<file path="src/rtl/coma_pkg.sv">
package coma_pkg;
  typedef enum logic [2:0] {
    PK_NONE   = 3'd0,
    PK_RDREQ  = 3'd1,
    PK_RDRSP  = 3'd2,
    PK_OWNREQ = 3'd3,
    PK_POST   = 3'd4
  } pkt_kind_e;

  typedef enum logic [1:0] {
    LS_FREE = 2'd0,
    LS_INV  = 2'd1,
    LS_RO   = 2'd2,
    LS_OWN  = 2'd3
  } line_state_e;

  typedef enum logic {
    ST_IDLE = 1'b0,
    ST_WAIT = 1'b1
  } cell_fsm_e;
endpackage

</file>
<file path="src/rtl/coma_line_table.sv">
module coma_line_table
  import coma_pkg::*;
#(
  parameter int ENTRIES = 8,
  parameter int ADDR_W  = 8,
  parameter int DATA_W  = 16,
  parameter int IDX_W   = $clog2(ENTRIES)
) (
  input  logic              clk,
  input  logic              rst,
  input  logic [ADDR_W-1:0] cpu_addr,
  output logic              cpu_match,
  output logic [IDX_W-1:0]  cpu_idx,
  output line_state_e       cpu_state,
  output logic [DATA_W-1:0] cpu_data,
  input  logic [ADDR_W-1:0] rng_addr,
  output logic              rng_match,
  output logic [IDX_W-1:0]  rng_idx,
  output line_state_e       rng_state,
  output logic [DATA_W-1:0] rng_data,
  output logic              vic_ok,
  output logic [IDX_W-1:0]  vic_idx,
  input  logic              f_we,
  input  logic [IDX_W-1:0]  f_idx,
  input  logic [ADDR_W-1:0] f_addr,
  input  line_state_e       f_state,
  input  logic              f_dwe,
  input  logic [DATA_W-1:0] f_data,
  input  logic              r_we,
  input  logic [IDX_W-1:0]  r_idx,
  input  line_state_e       r_state,
  input  logic              r_dwe,
  input  logic [DATA_W-1:0] r_data
);
  line_state_e       st  [ENTRIES];
  logic [ADDR_W-1:0] tag [ENTRIES];
  logic [DATA_W-1:0] mem [ENTRIES];

  always_comb begin
    cpu_match = 1'b0;
    cpu_idx   = '0;
    rng_match = 1'b0;
    rng_idx   = '0;
    for (int i = 0; i < ENTRIES; i++) begin
      if (!cpu_match && st[i] != LS_FREE && tag[i] == cpu_addr) begin
        cpu_match = 1'b1;
        cpu_idx   = IDX_W'(i);
      end
      if (!rng_match && st[i] != LS_FREE && tag[i] == rng_addr) begin
        rng_match = 1'b1;
        rng_idx   = IDX_W'(i);
      end
    end
  end

  assign cpu_state = cpu_match ? st[cpu_idx] : LS_FREE;
  assign cpu_data  = mem[cpu_idx];
  assign rng_state = rng_match ? st[rng_idx] : LS_FREE;
  assign rng_data  = mem[rng_idx];

  // victim order: free slot, then invalid copy, then read-only copy; owners stay
  always_comb begin
    vic_ok  = 1'b0;
    vic_idx = '0;
    for (int i = 0; i < ENTRIES; i++)
      if (!vic_ok && st[i] == LS_FREE) begin vic_ok = 1'b1; vic_idx = IDX_W'(i); end
    for (int i = 0; i < ENTRIES; i++)
      if (!vic_ok && st[i] == LS_INV) begin vic_ok = 1'b1; vic_idx = IDX_W'(i); end
    for (int i = 0; i < ENTRIES; i++)
      if (!vic_ok && st[i] == LS_RO) begin vic_ok = 1'b1; vic_idx = IDX_W'(i); end
  end

  for (genvar g = 0; g < ENTRIES; g++) begin : g_line
    always_ff @(posedge clk) begin
      if (rst) begin
        st[g]  <= LS_FREE;
        tag[g] <= '0;
      end else if (f_we && f_idx == IDX_W'(g)) begin
        st[g]  <= f_state;
        tag[g] <= f_addr;
      end else if (r_we && r_idx == IDX_W'(g)) begin
        st[g]  <= r_state;
      end
    end
  end

  always_ff @(posedge clk) begin
    if (f_we && f_dwe)
      mem[f_idx] <= f_data;
    if (r_we && r_dwe && !(f_we && f_idx == r_idx))
      mem[r_idx] <= r_data;
  end
endmodule

</file>
<file path="src/rtl/coma_snoop.sv">
module coma_snoop
  import coma_pkg::*;
#(
  parameter int DATA_W = 16
) (
  input  pkt_kind_e         in_kind,
  input  logic [DATA_W-1:0] in_data,
  input  logic              in_dv,
  input  logic              hit,
  input  line_state_e       st,
  input  logic [DATA_W-1:0] line_data,
  input  logic              busy,
  output pkt_kind_e         out_kind,
  output logic [DATA_W-1:0] out_data,
  output logic              out_dv,
  output logic              upd_we,
  output line_state_e       upd_state,
  output logic              upd_dwe,
  output logic [DATA_W-1:0] upd_data
);
  always_comb begin
    out_kind  = in_kind;
    out_data  = in_data;
    out_dv    = in_dv;
    upd_we    = 1'b0;
    upd_state = st;
    upd_dwe   = 1'b0;
    upd_data  = in_data;
    case (in_kind)
      PK_RDREQ: if (hit && st == LS_OWN) begin
        out_kind = PK_RDRSP;
        out_data = line_data;
        out_dv   = 1'b1;
      end
      PK_RDRSP: if (hit && st == LS_INV) begin
        upd_we    = 1'b1;
        upd_state = LS_RO;
        upd_dwe   = 1'b1;
      end
      PK_OWNREQ: if (hit && st == LS_OWN) begin
        out_data  = line_data;
        out_dv    = 1'b1;
        upd_we    = 1'b1;
        upd_state = LS_INV;
      end else if (hit && st == LS_RO) begin
        upd_we    = 1'b1;
        upd_state = LS_INV;
      end
      PK_POST: if (hit && st == LS_INV && !busy) begin
        upd_we    = 1'b1;
        upd_state = LS_RO;
        upd_dwe   = 1'b1;
      end
      default: ;
    endcase
  end
endmodule

</file>
<file path="src/rtl/coma_cell_ctrl.sv">
module coma_cell_ctrl
  import coma_pkg::*;
#(
  parameter int CELL_ID = 3,
  parameter int CELL_W  = 5,
  parameter int ADDR_W  = 8,
  parameter int DATA_W  = 16,
  parameter int ENTRIES = 8
) (
  input  logic              clk,
  input  logic              rst,
  input  logic              cpu_req,
  input  logic              cpu_we,
  input  logic              cpu_post,
  input  logic [ADDR_W-1:0] cpu_addr,
  input  logic [DATA_W-1:0] cpu_wdata,
  output logic              cpu_ack,
  output logic [DATA_W-1:0] cpu_rdata,
  input  logic              ring_in_vld,
  input  logic [2:0]        ring_in_kind,
  input  logic [CELL_W-1:0] ring_in_src,
  input  logic [ADDR_W-1:0] ring_in_addr,
  input  logic [DATA_W-1:0] ring_in_data,
  input  logic              ring_in_dv,
  output logic              ring_out_vld,
  output logic [2:0]        ring_out_kind,
  output logic [CELL_W-1:0] ring_out_src,
  output logic [ADDR_W-1:0] ring_out_addr,
  output logic [DATA_W-1:0] ring_out_data,
  output logic              ring_out_dv
);
  localparam int IDX_W = $clog2(ENTRIES);
  localparam logic [CELL_W-1:0] MY_ID = CELL_W'(CELL_ID);

  cell_fsm_e         fsm;
  logic              inj_pend;
  pkt_kind_e         pend_kind;
  logic [IDX_W-1:0]  pend_idx;
  logic [ADDR_W-1:0] pend_addr;
  logic [DATA_W-1:0] pend_wdata;

  logic              cpu_match, rng_match, vic_ok;
  logic [IDX_W-1:0]  cpu_idx, rng_idx, vic_idx;
  line_state_e       cpu_state, rng_state;
  logic [DATA_W-1:0] cpu_data, rng_data;

  logic              f_we, f_dwe;
  logic [IDX_W-1:0]  f_idx;
  line_state_e       f_state;
  logic [DATA_W-1:0] f_data;

  pkt_kind_e         sn_kind;
  logic [DATA_W-1:0] sn_data, sn_upd_data;
  logic              sn_dv, sn_upd_we, sn_upd_dwe;
  line_state_e       sn_upd_state;

  logic own_pkt, fgn_pkt, busy, accept;
  logic rd_hit, wr_hit, post_own, post_nop, miss, inject;
  logic ret_rd, ret_req, ret_own, ret_post;
  logic [IDX_W-1:0] miss_idx;

  assign own_pkt  = ring_in_vld && ring_in_src == MY_ID;
  assign fgn_pkt  = ring_in_vld && !own_pkt;
  assign busy     = fsm != ST_IDLE;
  assign accept   = !busy && cpu_req && !cpu_ack && !(fgn_pkt && ring_in_addr == cpu_addr);
  assign rd_hit   = accept && !cpu_post && !cpu_we && (cpu_state == LS_RO || cpu_state == LS_OWN);
  assign wr_hit   = accept && !cpu_post && cpu_we && cpu_state == LS_OWN;
  assign post_own = accept && cpu_post && cpu_state == LS_OWN;
  assign post_nop = accept && cpu_post && cpu_state != LS_OWN;
  assign miss     = accept && !cpu_post && !rd_hit && !wr_hit && (cpu_match || vic_ok);
  assign miss_idx = cpu_match ? cpu_idx : vic_idx;
  assign ret_rd   = own_pkt && busy && ring_in_kind == PK_RDRSP;
  assign ret_req  = own_pkt && busy && ring_in_kind == PK_RDREQ;
  assign ret_own  = own_pkt && busy && ring_in_kind == PK_OWNREQ;
  assign ret_post = own_pkt && busy && ring_in_kind == PK_POST;
  assign inject   = inj_pend && !ring_in_vld;

  always_comb begin
    f_we    = 1'b0;
    f_idx   = pend_idx;
    f_state = LS_INV;
    f_dwe   = 1'b0;
    f_data  = pend_wdata;
    if (miss) begin
      f_we  = 1'b1;
      f_idx = miss_idx;
    end else if (wr_hit) begin
      f_we    = 1'b1;
      f_idx   = cpu_idx;
      f_state = LS_OWN;
      f_dwe   = 1'b1;
      f_data  = cpu_wdata;
    end else if (ret_rd) begin
      f_we    = 1'b1;
      f_state = LS_RO;
      f_dwe   = 1'b1;
      f_data  = ring_in_data;
    end else if (ret_own) begin
      f_we    = 1'b1;
      f_state = LS_OWN;
      f_dwe   = 1'b1;
    end
  end

  coma_line_table #(.ENTRIES(ENTRIES), .ADDR_W(ADDR_W), .DATA_W(DATA_W), .IDX_W(IDX_W)) u_table (
    .clk(clk), .rst(rst),
    .cpu_addr(cpu_addr), .cpu_match(cpu_match), .cpu_idx(cpu_idx),
    .cpu_state(cpu_state), .cpu_data(cpu_data),
    .rng_addr(ring_in_addr), .rng_match(rng_match), .rng_idx(rng_idx),
    .rng_state(rng_state), .rng_data(rng_data),
    .vic_ok(vic_ok), .vic_idx(vic_idx),
    .f_we(f_we), .f_idx(f_idx), .f_addr(miss ? cpu_addr : (wr_hit ? cpu_addr : pend_addr)),
    .f_state(f_state), .f_dwe(f_dwe), .f_data(f_data),
    .r_we(fgn_pkt && sn_upd_we), .r_idx(rng_idx), .r_state(sn_upd_state),
    .r_dwe(sn_upd_dwe), .r_data(sn_upd_data)
  );

  coma_snoop #(.DATA_W(DATA_W)) u_snoop (
    .in_kind(pkt_kind_e'(ring_in_kind)), .in_data(ring_in_data), .in_dv(ring_in_dv),
    .hit(rng_match), .st(rng_state), .line_data(rng_data), .busy(busy),
    .out_kind(sn_kind), .out_data(sn_data), .out_dv(sn_dv),
    .upd_we(sn_upd_we), .upd_state(sn_upd_state), .upd_dwe(sn_upd_dwe), .upd_data(sn_upd_data)
  );

  always_ff @(posedge clk) begin
    if (rst) begin
      fsm           <= ST_IDLE;
      inj_pend      <= 1'b0;
      pend_kind     <= PK_NONE;
      pend_idx      <= '0;
      pend_addr     <= '0;
      pend_wdata    <= '0;
      cpu_ack       <= 1'b0;
      cpu_rdata     <= '0;
      ring_out_vld  <= 1'b0;
      ring_out_kind <= '0;
      ring_out_src  <= '0;
      ring_out_addr <= '0;
      ring_out_data <= '0;
      ring_out_dv   <= 1'b0;
    end else begin
      cpu_ack <= 1'b0;
      if (fgn_pkt) begin
        ring_out_vld  <= 1'b1;
        ring_out_kind <= sn_kind;
        ring_out_src  <= ring_in_src;
        ring_out_addr <= ring_in_addr;
        ring_out_data <= sn_data;
        ring_out_dv   <= sn_dv;
      end else if (inject) begin
        ring_out_vld  <= 1'b1;
        ring_out_kind <= pend_kind;
        ring_out_src  <= MY_ID;
        ring_out_addr <= pend_addr;
        ring_out_data <= pend_wdata;
        ring_out_dv   <= 1'b0;
        inj_pend      <= 1'b0;
      end else begin
        ring_out_vld  <= 1'b0;
      end
      if (rd_hit) begin
        cpu_ack   <= 1'b1;
        cpu_rdata <= cpu_data;
      end
      if (wr_hit || post_nop) cpu_ack <= 1'b1;
      if (miss || post_own) begin
        fsm        <= ST_WAIT;
        inj_pend   <= 1'b1;
        pend_kind  <= post_own ? PK_POST : (cpu_we ? PK_OWNREQ : PK_RDREQ);
        pend_idx   <= miss_idx;
        pend_addr  <= cpu_addr;
        pend_wdata <= post_own ? cpu_data : cpu_wdata;
      end
      if (ret_rd) begin
        cpu_ack   <= 1'b1;
        cpu_rdata <= ring_in_data;
      end
      if (ret_own) cpu_rdata <= pend_wdata;
      if (ret_rd || ret_own || ret_post) begin
        cpu_ack <= 1'b1;
        fsm     <= ST_IDLE;
      end
      if (ret_req) inj_pend <= 1'b1;
    end
  end

  a_r2_ack_one_cycle: assert property (@(posedge clk) disable iff (rst)
    cpu_ack |=> !cpu_ack);

  a_r3_single_outstanding: assert property (@(posedge clk) disable iff (rst)
    inj_pend |-> fsm == ST_WAIT);

  a_r5_owner_converts: assert property (@(posedge clk) disable iff (rst)
    (fgn_pkt && ring_in_kind == PK_RDREQ && rng_state == LS_OWN)
      |=> (ring_out_vld && ring_out_kind == PK_RDRSP && ring_out_dv));

  a_r7_owner_supplies: assert property (@(posedge clk) disable iff (rst)
    (fgn_pkt && ring_in_kind == PK_OWNREQ && rng_state == LS_OWN)
      |=> (ring_out_vld && ring_out_kind == PK_OWNREQ && ring_out_dv));

  a_r11_own_removed: assert property (@(posedge clk) disable iff (rst)
    own_pkt |=> !ring_out_vld);

  a_r12_slot_kept: assert property (@(posedge clk) disable iff (rst)
    fgn_pkt |=> (ring_out_vld && ring_out_src == $past(ring_in_src)
                 && ring_out_addr == $past(ring_in_addr)));
endmodule

</file>
<file path="config.mk">
export PLATFORM = sky130hd
export DESIGN_NAME = coma_cell_ctrl
export DESIGN_NICKNAME = d
export VERILOG_FILES = /design/src/rtl/coma_pkg.sv /design/src/rtl/coma_line_table.sv /design/src/rtl/coma_snoop.sv /design/src/rtl/coma_cell_ctrl.sv
export SDC_FILE = /design/constraint.sdc
export NUM_CORES = 1
export LEC_CHECK = 0
export BUFFER_PORTS_ARGS = -buffer_cell sky130_fd_sc_hd__buf_2
export CAP_MARGIN = 25
export CELL_PAD_IN_SITES_DETAIL_PLACEMENT = 0
export CELL_PAD_IN_SITES_GLOBAL_PLACEMENT = 1
export CORE_AREA = 2 2 198 220
export DETAILED_ROUTE_END_ITERATION = 10
export DIE_AREA = 0 0 200 222
export PLACE_DENSITY_LB_ADDON = 0.3
export SLEW_MARGIN = 20
export SYNTH_ARGS = -nofsm -noshare
export SYNTH_HDL_FRONTEND = slang
export SYNTH_SLANG_ARGS = --single-unit
</file>
<file path="constraint.sdc">
create_clock -name clk -period 5.25 [get_ports clk]
set_input_delay 0.2625 -clock clk [delete_from_list [all_inputs] [get_ports clk]]
set_output_delay 0.2625 -clock clk [all_outputs]
set_load 0.005 [all_outputs]
</file>
==> results of run 1 <==
==> worst paths after layout <==
| kind | to | cells past startpoint |
|---|---|---|
| worst min-delay path | ring_out_src[0]$_SDFFE_PP0P_ | 3 |
| worst max-delay path | u_table.tag[0][1]$_SDFFCE_PN0P_ | 19 |
| worst max register to register | u_table.tag[0][1]$_SDFFCE_PN0P_ | 19 |
| worst min register to register | ring_out_addr[3]$_SDFFE_PP0P_ | 2 |
==> cell families (layout without fill, tap and decap cells) <==
kind of cell / Yosys count / count (layout) / synth area share
other: 0 / 1 / 0
muxes: 193 / 193 / 0.118
buffers and inverters: 172 / 314 / 0.0440
and+or+nand+nor: 761 / 761 / 0.196
DFF: 291 / 291 / 0.431
xor gates and xnor gates: 140 / 140 / 0.0682
AOI/OAI and AO/OA: 372 / 372 / 0.142
==> final cells by class <==
| type | count | area, um2 | area share |
|---|---|---|---|
| clock inverter | 17 | 151 | 0.00710 |
| multi-input combinational | 1466 | 9800 | 0.459 |
| timing repair buffer | 234 | 1740 | 0.0816 |
| inverter | 16 | 60.1 | 0.00281 |
| sequential | 291 | 7910 | 0.371 |
| tap | 567 | 709 | 0.0333 |
| clock buffer | 47 | 963 | 0.0452 |
| antenna | 1 | 2.50 | 0.000117 |
==> worst reg2reg max path: cells and delay by family (launching register included) <==
| family | cells | cell delay [ns] |
|---|---|---|
| AOI/OAI and AO/OA | 3 | 0.77 |
| DFF | 1 | 0.49 |
| buffers and inverters | 6 | 1.00 |
| and+or+nand+nor | 9 | 1.98 |
| muxes | 1 | 0.40 |
==> power by group through the flow <==
| stage | Combinational, mW | Clock, mW | Sequential (mW) |
|---|---|---|---|
| after detailed placement | 0.675 | 0 | 2.62 |
| after floorplan | 0.428 | 0 | 2.61 |
| after global routing | 0.737 | 2.48 | 2.58 |
| final | 0.686 | 2.36 | 2.57 |
| after CTS | 0.680 | 2.40 | 2.57 |
| after global placement | 0.666 | 0 | 2.62 |
==> cell usage after synthesis, drive strengths merged (3+ instances only) <==
cell    number
a21o         5
xor2        26
or2         14
nand2b      28
or4         14
a21oi       68
nand2      198
inv         16
o211ai      24
clkbuf     115
nand4       21
xnor2      114
or3          5
dfxtp       83
buf         41
o21ai      100
nor4        34
nand3       97
and3         3
mux2i       63
a31o        10
a211oi      27
a31oi        5
o22ai        5
a22oi       77
nor4b        4
o32ai       16
edfxtp     208
mux2       130
a211o        5
and2         5
nor2       256
nor3        45
nor2b       28
==> per-stage QoR <==
step	cells	hold slack [ns]	worst slack [ns]	instance area, um2
global placement	2567	0.444	0.150	20200
floorplan	1929	0.423	-0.124	18400
global route	2638	0.0326	0.0664	21300
finish	2639	0.0150	0.321	21300
CTS	2636	0.00951	0.180	21300
detailed placement	2569	0.446	0.0571	20200
==> per-layer routing <==
metal,vias up,track usage,wire (um)
met1,7743,0.337,24300
met4,2,0.197,4850
met5,-,0,11
met3,205,0.0364,3860
met2,689,0.505,32200
li1,7247,-,-
==> sequential cells by signal, summed over array words and instances (netlist names) <==
register	flops
ring_out_kind	3
ring_out_dv	1
cpu_rdata	16
u_table.st	16
u_table.mem	128
inj_pend	1
pend_wdata	16
ring_out_data	16
busy	1
cpu_ack	1
ring_out_vld	1
ring_out_src	5
pend_kind	3
pend_addr	8
pend_idx	3
u_table.tag	64
ring_out_addr	8
==> flow_metrics.env, run 1 <==
export IMPL_netlist_instances=1929
export IMPL_crit_family="simple AND/OR/NAND/NOR gates"
export IMPL_clkPwrFrac=0.420
export IMPL_grt_setup_unrepaired="no"
export IMPL_cts_tree="yes"
export IMPL_slowest_delay_ns=0.49
export IMPL_peakVddDrop_mv=0.217
export IMPL_syn_to_final_growth_pct=16.2
export IMPL_clock_latency_ns=0.56
export IMPL_htree_levels=2
export IMPL_worst_path_most_repeated_cell="buf_4"
export IMPL_crit_path_start="u_table.st[4][1]$_SDFFCE_PN0P_"
export IMPL_cts_buffers=35
export IMPL_grt_max_degree=81
export IMPL_cts_root_buf="clkbuf_16"
export IMPL_clk_pin_slew_worst_paths_ns=0.06
export IMPL_num_fill_cells=3891
export IMPL_yosysSeqAreaShare=0.431
export IMPL_syn_nets=1992
export IMPL_drt_iter0_markers=1093
export IMPL_reg2reg_slack_ns=0.32
export IMPL_antenna_found_initial=1
export IMPL_synth_top_area_share=0.340
export IMPL_routed_wl_um=65200
export IMPL_utilization=0.508
export IMPL_p_per_area_nw_per_um2=264
export IMPL_vias=15886
export IMPL_postRouteAntennaNets=0
export IMPL_synth_edf_count=208
export IMPL_path_max_fanout=8
export IMPL_mostFrequentLayoutCell="nor2_1"
export IMPL_ys_types=88
export IMPL_cts_path_max_buffers=3
export IMPL_leakagePower_nw=8.02
export IMPL_crit_arrival_ns=5.21
export IMPL_slew_headroom=0.314
export IMPL_via_per_inst=6.02
export IMPL_drv_cap=0
export IMPL_yosysTopAreaCell="edfxtp_1"
export IMPL_status="complete, no violations"
export IMPL_die_area_um2=44400
export IMPL_endpoint_kind="flop"
export IMPL_grt_pass1_vias=15927
export IMPL_syn_area_um2=18400
export IMPL_drtPass1Iterations=5
export IMPL_p_total_mw=5.62
export IMPL_p_seq_frac=0.458
export IMPL_power_switching_mw=1.48
export IMPL_initial_core_util=0.437
export IMPL_synth_ff_type="edfxtp_1"
export IMPL_die_x_um=200
export IMPL_wl_per_cell_um=24.7
export IMPL_dp_hpwl_um=44400
export IMPL_min_from="ring_in_src[0]"
export IMPL_crit_type="flop to flop"
export IMPL_yosysWarnings=0
export IMPL_crit_path_cell_trace="nor2_1, nor4_1, buf_4, nor2_1, buf_4, nand3_1, nand3_1, o21ai_0, a221o_1, buf_4, a31oi_2, or2_1, buf_4, buf_4, mux2i_1, buf_4, or2_2, nand2b_1, nor2_1"
export IMPL_p_int_mw=4.14
export IMPL_hold_buffers=3
export IMPL_synthTopCellsByArea="edfxtp_1 34%, dfxtp_1 9.1%, xnor2_1 5.4%, nor2_1 5.2%, mux2_2 4.2%"
export IMPL_startpoint_type="flop"
export IMPL_cts_repair_resized=0
export IMPL_num_rows=79
export IMPL_cts_setup_buffers=0
export IMPL_drc=0
export IMPL_power_frac_comb=0.122
export IMPL_track_usage=0.293
export IMPL_worst_pin_slew_ns=1.02
export IMPL_numClockSinks=291
export IMPL_final_cell_mix="252 x nor2_1, 208 x edfxtp_1, 196 x nand2_1, 114 x buf_2, 113 x xnor2_1"
export IMPL_min_period_over_period=0.939
export IMPL_setup_viol=0
export IMPL_r2r_start="u_table.st[4][1]$_SDFFCE_PN0P_"
export IMPL_dieHeight_um=222
export IMPL_hold_viol_final=0
export IMPL_cpMaxStageDelayCell="edfxtp_1"
export IMPL_period_needed_ns=4.93
export IMPL_cp_buffers_inverters=6
export IMPL_fmax_ghz=0.203
export IMPL_io_buffers=113
export IMPL_tns_ns=0
export IMPL_io_pins=114
export IMPL_cp_required_ns=5.53
export IMPL_syn_mean_instance_area_um2=9.51
export IMPL_synthArstFlopShare=0
export IMPL_grt_pass1_wl_um=97000
export IMPL_hp_class="input pin to flop"
export IMPL_switching_share=0.263
export IMPL_yosys_register_bits=291
export IMPL_skew_ns=0.0236
export IMPL_place_congestion=0.928
export IMPL_fin_nets=2107
export IMPL_core_area_um2=42000
export IMPL_slew_violations=0
export IMPL_drive_above_1_share=0.212
export IMPL_overflow=0
No activity file was read; power rests on OpenSTA's default activity.
==> run 2, diff against run 1 <==
--- a/config.mk
+++ b/config.mk
@@ -10,10 +10,12 @@
 export CELL_PAD_IN_SITES_DETAIL_PLACEMENT = 0
 export CELL_PAD_IN_SITES_GLOBAL_PLACEMENT = 1
 export CORE_AREA = 2 2 198 220
+export CTS_BUF_LIST = sky130_fd_sc_hd__clkbuf_16
 export DETAILED_ROUTE_END_ITERATION = 10
 export DIE_AREA = 0 0 200 222
 export PLACE_DENSITY_LB_ADDON = 0.3
-export SLEW_MARGIN = 20
+export SLEW_MARGIN = 40
 export SYNTH_ARGS = -nofsm -noshare
 export SYNTH_HDL_FRONTEND = slang
 export SYNTH_SLANG_ARGS = --single-unit
+export TNS_END_PERCENT = 30
==> run 2 against run 1 <==
Compared with the run above: clock skew fell by 0.0095 ns; first-iteration DRC count rose by 5.9%; largest power group unchanged; fmax fell by 0.60%; worst setup slack got worse by 0.030 ns; worst hold slack improved by 0.016 ns; die area did not move; design area fell by 0.29%; register-to-register slack got worse by 0.03 ns; clock power fell by 3%.
==> flow_metrics.env, run 2 (synthesized netlist as in run 1, its figures left out) <==
export IMPL_p_total_mw=5.54
export IMPL_worst_pin_slew_ns=0.912
export IMPL_grt_pass1_wl_um=96700
export IMPL_hold_viol_final=0
export IMPL_numClockSinks=291
export IMPL_leakagePower_nw=8.01
export IMPL_power_frac_comb=0.123
export IMPL_instances_no_fill=2629
export IMPL_crit_arrival_ns=5.25
export IMPL_antennaDiodeCount=0
export IMPL_slowest_delay_ns=0.49
export IMPL_num_fill_cells=3927
export IMPL_dp_cells=2567
export IMPL_crit_path_cell_trace="nor2_1, nor4_1, buf_4, nor2_1, buf_4, nand3_1, nand3_1, o21ai_0, a221o_1, buf_4, a31oi_2, or2_1, buf_4, buf_4, mux2i_1, buf_4, or2_2, nor2_1, o32ai_1"
export IMPL_setup_viol=0
export IMPL_p_seq_frac=0.464
export IMPL_syn_to_final_growth_pct=15.9
export IMPL_crit_type="flop to flop"
export IMPL_slew_headroom=0.385
export IMPL_grt_setup_unrepaired="no"
export IMPL_track_usage=0.291
export IMPL_cts_setup_buffers=0
export IMPL_io_buffers=113
export IMPL_cts_buffers=34
export IMPL_cts_repair_resized=0
export IMPL_wl_per_cell_um=24.6
export IMPL_regMostFlops="u_table.mem"
export IMPL_dieHeight_um=222
export IMPL_hp_class="input pin to flop"
export IMPL_die_area_um2=44400
export IMPL_drtPass1Iterations=6
export IMPL_reg_largest_list="u_table.mem (128), u_table.tag (64)"
export IMPL_io_pins=114
export IMPL_die_x_um=200
export IMPL_cp_required_ns=5.54
export IMPL_hold_buffers=3
export IMPL_routed_wl_um=64800
export IMPL_cts_tree="yes"
export IMPL_vias=15799
export IMPL_grt_pass1_vias=15774
export IMPL_core_area_um2=42000
export IMPL_largest_reg_flops=128
export IMPL_slew_violations=0
export IMPL_dp_hpwl_um=44500
export IMPL_worst_path_most_repeated_cell="buf_4"
export IMPL_peakVddDrop_mv=0.286
export IMPL_cts_path_max_buffers=3
export IMPL_drc=0
export IMPL_drv_cap=0
export IMPL_p_per_area_nw_per_um2=261
export IMPL_clk_pin_slew_worst_paths_ns=0.06
export IMPL_endpoint_kind="flop"
export IMPL_period_needed_ns=4.96
export IMPL_p_int_mw=4.12
export IMPL_grt_max_degree=81
export IMPL_fmax_ghz=0.202
export IMPL_clkPwrFrac=0.412
export IMPL_cpMaxStageDelayCell="edfxtp_1"
export IMPL_place_congestion=0.928
export IMPL_mostFrequentLayoutCell="nor2_1"
export IMPL_postRouteAntennaNets=0
export IMPL_min_period_over_period=0.945
export IMPL_via_per_inst=6.01
export IMPL_cts_root_buf="clkbuf_16"
export IMPL_final_cell_mix="252 x nor2_1, 208 x edfxtp_1, 196 x nand2_1, 113 x xnor2_1, 112 x buf_2"
export IMPL_switching_share=0.257
export IMPL_fin_nets=2102
export IMPL_num_rows=79
export IMPL_drive_above_1_share=0.210
export IMPL_htree_levels=2
export IMPL_antenna_found_initial=1
export IMPL_power_switching_mw=1.42
export IMPL_crit_family="simple AND/OR/NAND/NOR gates"
export IMPL_clock_latency_ns=0.54
export IMPL_overflow=0
export IMPL_status="complete, no violations"
export IMPL_path_max_fanout=8
export IMPL_initial_core_util=0.437
export IMPL_cp_buffers_inverters=6
export IMPL_drt_iter0_markers=1157
export IMPL_startpoint_type="flop"
export IMPL_skew_ns=0.0141
run 2: layout make-up:
cell class,instances,area (um2),share of cell area
inverters,16,60.1,0.00282
repair buffers,230,1720,0.0809
multi-input cells,1466,9810,0.461
flip-flops and latches,291,7910,0.372
well taps,567,709,0.0333
clock inverters,23,169,0.00794
clock buffers,36,901,0.0423
run 2: tightest hold or removal path, cell delays in order:
cell and delay [ns]:
buf_2 0.09, nor2b_1 0.04, nor3_1 0.11
run 2: power groups by stage:
stage          logic (mW)  registers [mW]  clock network, mW
6_report            0.685            2.57               2.29
5_1_grt             0.734            2.58               2.41
4_1_cts             0.680            2.57               2.32
3_5_place_dp        0.675            2.62                  0
3_3_place_gp        0.666            2.62                  0
2_1_floorplan       0.428            2.61                  0
run 2: final timing paths:
path | from | to | slack, ns | cells past startpoint
worst min-delay path | ring_in_src[0] | ring_out_src[0]$_SDFFE_PP0P_ | 0.03 | 3
worst max register to register | u_table.st[4][1]$_SDFFCE_PN0P_ | u_table.st[0][1]$_DFFE_PP_ | 0.29 | 19
worst min register to register | ring_out_addr[3]$_SDFFE_PP0P_ | ring_out_addr[3]$_SDFFE_PP0P_ | 0.45 | 2
worst max-delay path | u_table.st[4][1]$_SDFFCE_PN0P_ | u_table.st[0][1]$_DFFE_PP_ | 0.29 | 19
run 2: stage by stage:
stage	setup slack [ns]	hold slack [ns]	utilization	area, um2	TNS, ns
floorplan	-0.124	0.423	-	18400	-13.77
global placement	0.150	0.444	0.480	20200	0
detailed placement	0.234	0.446	0.480	20200	0
CTS	0.400	0.0137	0.506	21300	0
global route	0.113	0.0390	0.506	21300	0
finish	0.291	0.0314	0.506	21300	0
run 2: per-layer routing:
metal	global-route usage	up-vias	share of wire
met5	0	-	0.00017
met3	0.0368	161	0.059
li1	-	7235	-
met1	0.333	7759	0.37
met4	0.179	2	0.067
met2	0.510	642	0.50
